## src/rtl/hwr_pkg.sv

```systemverilog
package hwr_pkg;
    localparam int DATA_W   = 32;
    localparam int IDX_W    = 5;
    localparam int MASK_W   = 1 << IDX_W;
    localparam int NUM_IMPL = 2;

    localparam logic [IDX_W-1:0] IDX_CPU  = 5'd0;
    localparam logic [IDX_W-1:0] IDX_STEP = 5'd1;

    typedef struct packed {
        logic              valid;
        logic              fault;
        logic [DATA_W-1:0] data;
    } rsp_t;
endpackage

```

## src/rtl/hwr_enable_mask.sv

```systemverilog
module hwr_enable_mask
    import hwr_pkg::*;
#(
    parameter int W = MASK_W
) (
    input  logic         clk,
    input  logic         rst_n,
    input  logic         wr_en,
    input  logic [W-1:0] wr_mask,
    output logic [W-1:0] mask
);
    logic [W-1:0] mask_d, mask_q;

    always_comb begin
        mask_d = mask_q;
        if (wr_en) mask_d = wr_mask;
    end

    always_ff @(posedge clk or negedge rst_n) begin
        if (!rst_n) mask_q <= '0;
        else        mask_q <= mask_d;
    end

    assign mask = mask_q;


    mask_load_chk: assert property (@(posedge clk) disable iff (!rst_n)
        wr_en |=> mask_q == $past(wr_mask));


    mask_hold_chk: assert property (@(posedge clk) disable iff (!rst_n)
        !wr_en |=> $stable(mask_q));
endmodule

```

## src/rtl/hwr_step_calc.sv

```systemverilog
module hwr_step_calc #(
    parameter int LINE_W = 8
) (
    input  logic [LINE_W-1:0] iline,
    input  logic [LINE_W-1:0] dline,
    output logic [LINE_W-1:0] step
);
    logic i_smaller;

    always_comb begin
        i_smaller = (iline < dline);
        step      = i_smaller ? iline : dline;
    end


    always_comb begin
        step_min_chk: assert (step <= iline && step <= dline);
    end
endmodule

```

## src/rtl/hwr_read_port.sv

```systemverilog
module hwr_read_port
    import hwr_pkg::*;
#(
    parameter int CPU_W  = 10,
    parameter int LINE_W = 8
) (
    input  logic              clk,
    input  logic              rst_n,
    input  logic              req_valid,
    input  logic [IDX_W-1:0]  req_idx,
    input  logic              req_kernel,
    input  logic [MASK_W-1:0] mask,
    input  logic [CPU_W-1:0]  cpu_id,
    input  logic [LINE_W-1:0] step,
    output rsp_t              rsp
);
    logic [DATA_W-1:0] reg_val [NUM_IMPL];

    for (genvar g = 0; g < NUM_IMPL; g++) begin : g_src
        if (g == int'(IDX_CPU)) begin : g_cpu
            assign reg_val[g] = DATA_W'(cpu_id);
        end else if (g == int'(IDX_STEP)) begin : g_step
            assign reg_val[g] = DATA_W'(step);
        end else begin : g_none
            assign reg_val[g] = '0;
        end
    end

    rsp_t rsp_d, rsp_q;
    logic implemented, permitted;

    always_comb begin
        implemented = (int'(req_idx) < NUM_IMPL);
        permitted   = implemented && (req_kernel || mask[req_idx]);
        rsp_d       = '0;
        if (req_valid) begin
            rsp_d.valid = 1'b1;
            rsp_d.fault = !permitted;
            if (permitted) rsp_d.data = reg_val[req_idx[0]];
        end
    end

    always_ff @(posedge clk or negedge rst_n) begin
        if (!rst_n) rsp_q <= '0;
        else        rsp_q <= rsp_d;
    end

    assign rsp = rsp_q;


    rsp_follows_req_chk: assert property (@(posedge clk) disable iff (!rst_n)
        req_valid |=> rsp_q.valid);


    no_spurious_rsp_chk: assert property (@(posedge clk) disable iff (!rst_n)
        !req_valid |=> !rsp_q.valid && !rsp_q.fault && rsp_q.data == '0);


    fault_zero_data_chk: assert property (@(posedge clk) disable iff (!rst_n)
        rsp_q.fault |-> rsp_q.data == '0);


    unimpl_fault_chk: assert property (@(posedge clk) disable iff (!rst_n)
        (req_valid && int'(req_idx) >= NUM_IMPL) |=> rsp_q.fault);


    kernel_ok_chk: assert property (@(posedge clk) disable iff (!rst_n)
        (req_valid && req_kernel && int'(req_idx) < NUM_IMPL) |=> !rsp_q.fault);
endmodule

```

## src/rtl/hwr_unit.sv

```systemverilog
module hwr_unit
    import hwr_pkg::*;
#(
    parameter int CPU_W  = 10,
    parameter int LINE_W = 8
) (
    input  logic              clk,
    input  logic              rst_n,
    input  logic              wr_en,
    input  logic [31:0]       wr_mask,
    input  logic              req_valid,
    input  logic [4:0]        req_idx,
    input  logic              req_kernel,
    input  logic [CPU_W-1:0]  cpu_id,
    input  logic [LINE_W-1:0] iline_bytes,
    input  logic [LINE_W-1:0] dline_bytes,
    output logic              rsp_valid,
    output logic [31:0]       rsp_data,
    output logic              rsp_fault
);
    logic [MASK_W-1:0] mask;
    logic [LINE_W-1:0] step;
    rsp_t              rsp;

    hwr_enable_mask #(.W(MASK_W)) u_mask (
        .clk     (clk),
        .rst_n   (rst_n),
        .wr_en   (wr_en),
        .wr_mask (wr_mask),
        .mask    (mask)
    );

    hwr_step_calc #(.LINE_W(LINE_W)) u_step (
        .iline (iline_bytes),
        .dline (dline_bytes),
        .step  (step)
    );

    hwr_read_port #(.CPU_W(CPU_W), .LINE_W(LINE_W)) u_rd (
        .clk        (clk),
        .rst_n      (rst_n),
        .req_valid  (req_valid),
        .req_idx    (req_idx),
        .req_kernel (req_kernel),
        .mask       (mask),
        .cpu_id     (cpu_id),
        .step       (step),
        .rsp        (rsp)
    );

    assign rsp_valid = rsp.valid;
    assign rsp_fault = rsp.fault;
    assign rsp_data  = rsp.data;
endmodule

```

## config.mk

```make
export PLATFORM = sky130hd
export DESIGN_NAME = hwr_unit
export DESIGN_NICKNAME = d
export VERILOG_FILES = /design/src/rtl/hwr_pkg.sv /design/src/rtl/hwr_enable_mask.sv /design/src/rtl/hwr_step_calc.sv /design/src/rtl/hwr_read_port.sv /design/src/rtl/hwr_unit.sv
export SDC_FILE = /design/constraint.sdc
export NUM_CORES = 1
export LEC_CHECK = 0
export BUFFER_PORTS_ARGS = -buffer_cell sky130_fd_sc_hd__buf_2
export CORE_ASPECT_RATIO = 2
export CORE_MARGIN = 3
export CORE_UTILIZATION = 32
export CTS_CLUSTER_SIZE = 28
export DETAILED_ROUTE_END_ITERATION = 8
export MAX_ROUTING_LAYER = met4
export PLACE_DENSITY = 0.74
export SYNTH_ARGS = -nofsm -noshare
export SYNTH_HDL_FRONTEND = slang
export SYNTH_SLANG_ARGS = --single-unit
```

## constraint.sdc

```tcl
create_clock -name clk -period 1.3 [get_ports clk]
set_input_delay 0 -clock clk [delete_from_list [all_inputs] [get_ports clk]]
set_output_delay 0 -clock clk [all_outputs]
set_load 0.03 [all_outputs]
```

## Word-level counts from Yosys, hierarchy flattened

Index checks and enable logic that the tools add are counted.

- Reduce and logical (&&, ||, !) cells: 3
- Bitwise logic cells: 1
- Magnitude comparators: 4
- Mux-type cells: 8

Operator list:

| operator | number |
|---|---|
| $mux 32 | 3 |
| $mux 34 | 1 |
| $mux 10 | 1 |
| $lt 8x8->1 | 1 |
| $mux 8 | 1 |
| $lt 5x6->1 const B | 1 |
| $bmux 1 s5 | 1 |
| $lt 5x2->1 const B | 1 |
| $ge 2x2->1 const B | 1 |
| $not 1->2 | 1 |
| $logic_and 1x1->1 | 1 |
| $logic_not 1->1 | 1 |
| $logic_or 1x1->1 | 1 |
| $mux 1 | 1 |

- Register bits after elaboration: 66
- Input bits: 68
- Output and inout port bits: 34
- Logic and storage cells: 20

## Logic depth before layout (Yosys ltp)

- Word-level depth: 7
- Gate-level depth with buffers: 8
- Depth with buffers taken out: 7

## Cells and area by module

Synthesis repeated with hierarchy kept, for this count alone.

- Cells, all modules: 169
- Area, all modules: 2,392.3 um^2

By module, submodules not included:

| module | sequential area each (um^2) | area an instance (um^2) | instances | cells an instance |
|---|---|---|---|---|
| hwr_enable_mask | 800.8 | 1,345.0 | 1 | 68 |
| hwr_read_port | 300.3 | 769.5 | 1 | 69 |
| hwr_step_calc | 0.0 | 277.8 | 1 | 32 |

## Worst setup path after synthesis

Ideal clock, no wire load.

- Path type: in2reg
- Start point: input dline_bytes[2]
- End point: register u_rd.rsp_q, in the netlist u_rd.rsp[0]
- Arrival time: 1.298 ns
- Required time: 1.152 ns
- Setup slack: -0.147 ns
- Setup time: 0.148 ns
- Buffers on the path: 1
- Stages: 8
- Cells stage by stage: inv_1 ha_1 a211o_1 a31oi_1 o311a_1 buf_6 mux2i_1 a211oi_2

RTL lines:

| item | RTL line | RTL |
|---|---|---|
| start, declared | hwr_unit.sv:16 | `input logic [LINE_W-1:0] dline_bytes,` |
| end signal, assigned | hwr_read_port.sv:45 | `else rsp_q <= rsp_d;` |
| end, declared | hwr_read_port.sv:29 | `rsp_t rsp_d, rsp_q;` |

==> run metrics <==
crit-path max FO=5; post-synthesis register bit count=16; Cell Area, Synth=1100 um2; Power Density=~830 nW/um2; final setup margin=-0.0682 ns; Hold Violations, Final=0; Bufs on Longest Clock Path=2; internal power=a little over 0.0009 W; Layout fillers=299; Switch Pwr=approximately 0.00039 W; # placed instances=186; critical path data required time=~1.4 ns; iteration count of the initial detailed-routing pass=3; # setup viols final=10; dpl hpwl=1960 um; maximum VDD drop=322 uV; post-route core utilization=48.8%; maximum number of pins on one net before global-route repair=19; Final Critical Period=1.37 ns; nets=244; number of global-route vias before repair=909; row cnt=29; clock sink count=16; first-pass GRT wire length=3590 um; # diodes=0; Logic pwr share=33.5%; top cells by area, synth=dfrtp_1 (36%), buf_4 (16%), a211oi_2 (9.1%); Hold Path Class=in2reg; Placer Congestion=0.794; CP Class=reg2reg; Post-Syn Area per Cell=10.8 um2; Post-Syn Instances=roughly 100; setup_tns=-0.593 ns; clock share of power=between 20% and 30%; Unique masters post-synth=26; clock-pin transition on the worst setup and hold timing paths=0.05 ns; Slew Limit Fails=0; ratio of cells with drive above 1 in the final layout=between 50% and 60%; Core Area=3230 um2; CP Capture Type=register; P_leak=~0.84 nW; initial antenna violation count=0; Worst Skew=about 0.0011 ns; Die ar.=4210 um2; switching part of the total=~30%; Starting Density=34.0%; Avg WL per Cell=12.4 um; CTS tree=built; CP Launch Type=register; WHS=0.000373 ns; status=complete, but fails checks; gr ovfl total=0; drt initial violations=1; chip width=47.4 um; Final Cycle Share=105%; global-route usage over all layers=~12%; IO Pins=slightly above 100; Post-DRT Antenna Nets=0; H-Tree Depth=1; CTS buffer count=3; CP arrival=roughly 1.5 ns; port bufs=51; failing checks=setup timing; Total Wirelength=between 2000 and 2500 um; DRC viols=0; Vias=896; Clock Tree Root=clkbuf_8; sequential fraction of design power=40.0%; Via density=4.53; maxcap violations=0; clk_lat worst skew=0.24 ns; Area Growth Syn to Fin=43.7%; post-synth top area cell=dfrtp_1; Die H=about 89 um; FMAX=731 MHz; YS warnings=0; share of the synthesized area in the top cell type=between 30% and 40%; post-route insts no fill=198; Seq/Total Area, Yosys=36.5%; RSZ-0062 raised after global routing=true
==> critical path: stages (launching register included) <==
cell	delay [ns]
dfrtp_1	0.37
mux4_2	0.47
o21a_4	0.24
nand2_4	0.11
nor3b_1	0.06
==> cells by family (layout without fill, tap and decap cells) <==
family          after synthesis  in the layout  synth area share, %
buf+inv                      34             77                 20.2
simple gates                 17             18                 8.21
flops                        16             16                 36.5
compound gates               14             14                 13.3
mux                          13             13                 13.5
fa+ha+maj                     7              7                 7.98
other cells                   1             22                0.342
==> what timing repair did <==
item                       CTS  global route
setup buffers                0             1
pin swaps                    5             4
setup endpoints to repair   10            11
hold buffers                 7             0
gates cloned                 1             0
gates resized for setup      5            13
hold endpoints to repair    22             0
==> layer usage <==
metal	vias up	track usage (%)	part of all wire (%)
met5	-	-	0
met4	0	6.05	0.49
met3	2	2.44	11
met2	52	23.3	56
met1	405	10.5	33
li1	437	-	-
==> cells in the final DEF, fill, tap and decap left out, drive strengths merged, types with 2 or more instances in the layout <==
| master | n |
|---|---|
| a211oi | 8 |
| mux2 | 4 |
| nor3b | 2 |
| inv | 7 |
| clkbuf | 3 |
| nor2 | 9 |
| mux2i | 8 |
| buf | 60 |
| ha | 7 |
| dfrtp | 16 |
| dlygate4sd3 | 7 |
| conb | 22 |
| nand2 | 2 |
==> per-stage QoR <==
stage	area, um2	setup WS (ns)	power [W]
6_report	1580	-0.0682	0.00131
5_1_grt	1580	-0.117	0.00140
4_1_cts	1510	-0.0760	0.00130
3_5_place_dp	1370	-0.408	0.000909
3_3_place_gp	1370	-0.356	0.000902
2_1_floorplan	1200	-0.0512	0.000828
==> state kept, by name, indices dropped and copies added, names as in the netlist <==
signal	count
u_rd.rsp	12
u_mask.mask	4
==> Yosys cell counts <==
master	number
a211o_1	1
o21a_1	1
buf_1	1
o311a_1	1
mux2i_1	8
inv_1	7
buf_6	1
buf_4	23
nand3_1	1
conb_1	1
mux2_2	4
nor2b_1	1
a31oi_1	1
nor4_1	1
nand4_1	1
a21o_2	1
mux4_2	1
nand2_4	1
nand2b_1	1
a21oi_1	1
ha_1	7
clkbuf_1	2
nor2_1	9
a211oi_2	8
dfrtp_1	16
nor3b_1	2
==> layout make-up <==
type | instances | area [um2] | share of cell area (%)
Clock buffer | 3 | 41.3 | 2.62
Inverter | 7 | 38.8 | 2.46
Multi-Input combinational cell | 74 | 637 | 40.4
Sequential cell | 16 | 400 | 25.4
Tap cell | 31 | 38.8 | 2.46
Timing Repair Buffer | 67 | 420 | 26.7
==> path summary, 6_finish.rpt <==
path / from / endpoint / slack, ns / depth (start not counted)
max: u_mask.mask[3]$_DFFE_PN0P_ / u_rd.rsp[9]$_DFF_PN0_ / -0.07 / 4
min: cpu_id[8] / u_rd.rsp[8]$_DFF_PN0_ / 0.0004 / 2
max reg2reg: u_mask.mask[3]$_DFFE_PN0P_ / u_rd.rsp[9]$_DFF_PN0_ / -0.07 / 4
min reg2reg: u_mask.mask[3]$_DFFE_PN0P_ / u_mask.mask[3]$_DFFE_PN0P_ / 0.51 / 1
max in group asynchronous: rst_n / u_rd.rsp[8]$_DFF_PN0_ / 0.84 / 2
min in group asynchronous: rst_n / u_rd.rsp[7]$_DFF_PN0_ / 0.21 / 2
==> power by group through the flow <==
stage / clock, W / sequential, W / combinational (W)
2_1_floorplan: 0 / 0.000545 / 0.000282
5_1_grt: 0.000395 / 0.000527 / 0.000480
3_5_place_dp: 0 / 0.000534 / 0.000374
6_report: 0.000348 / 0.000525 / 0.000441
3_3_place_gp: 0 / 0.000533 / 0.000369
4_1_cts: 0.000374 / 0.000525 / 0.000400
(Power assumes the default switching activity.)
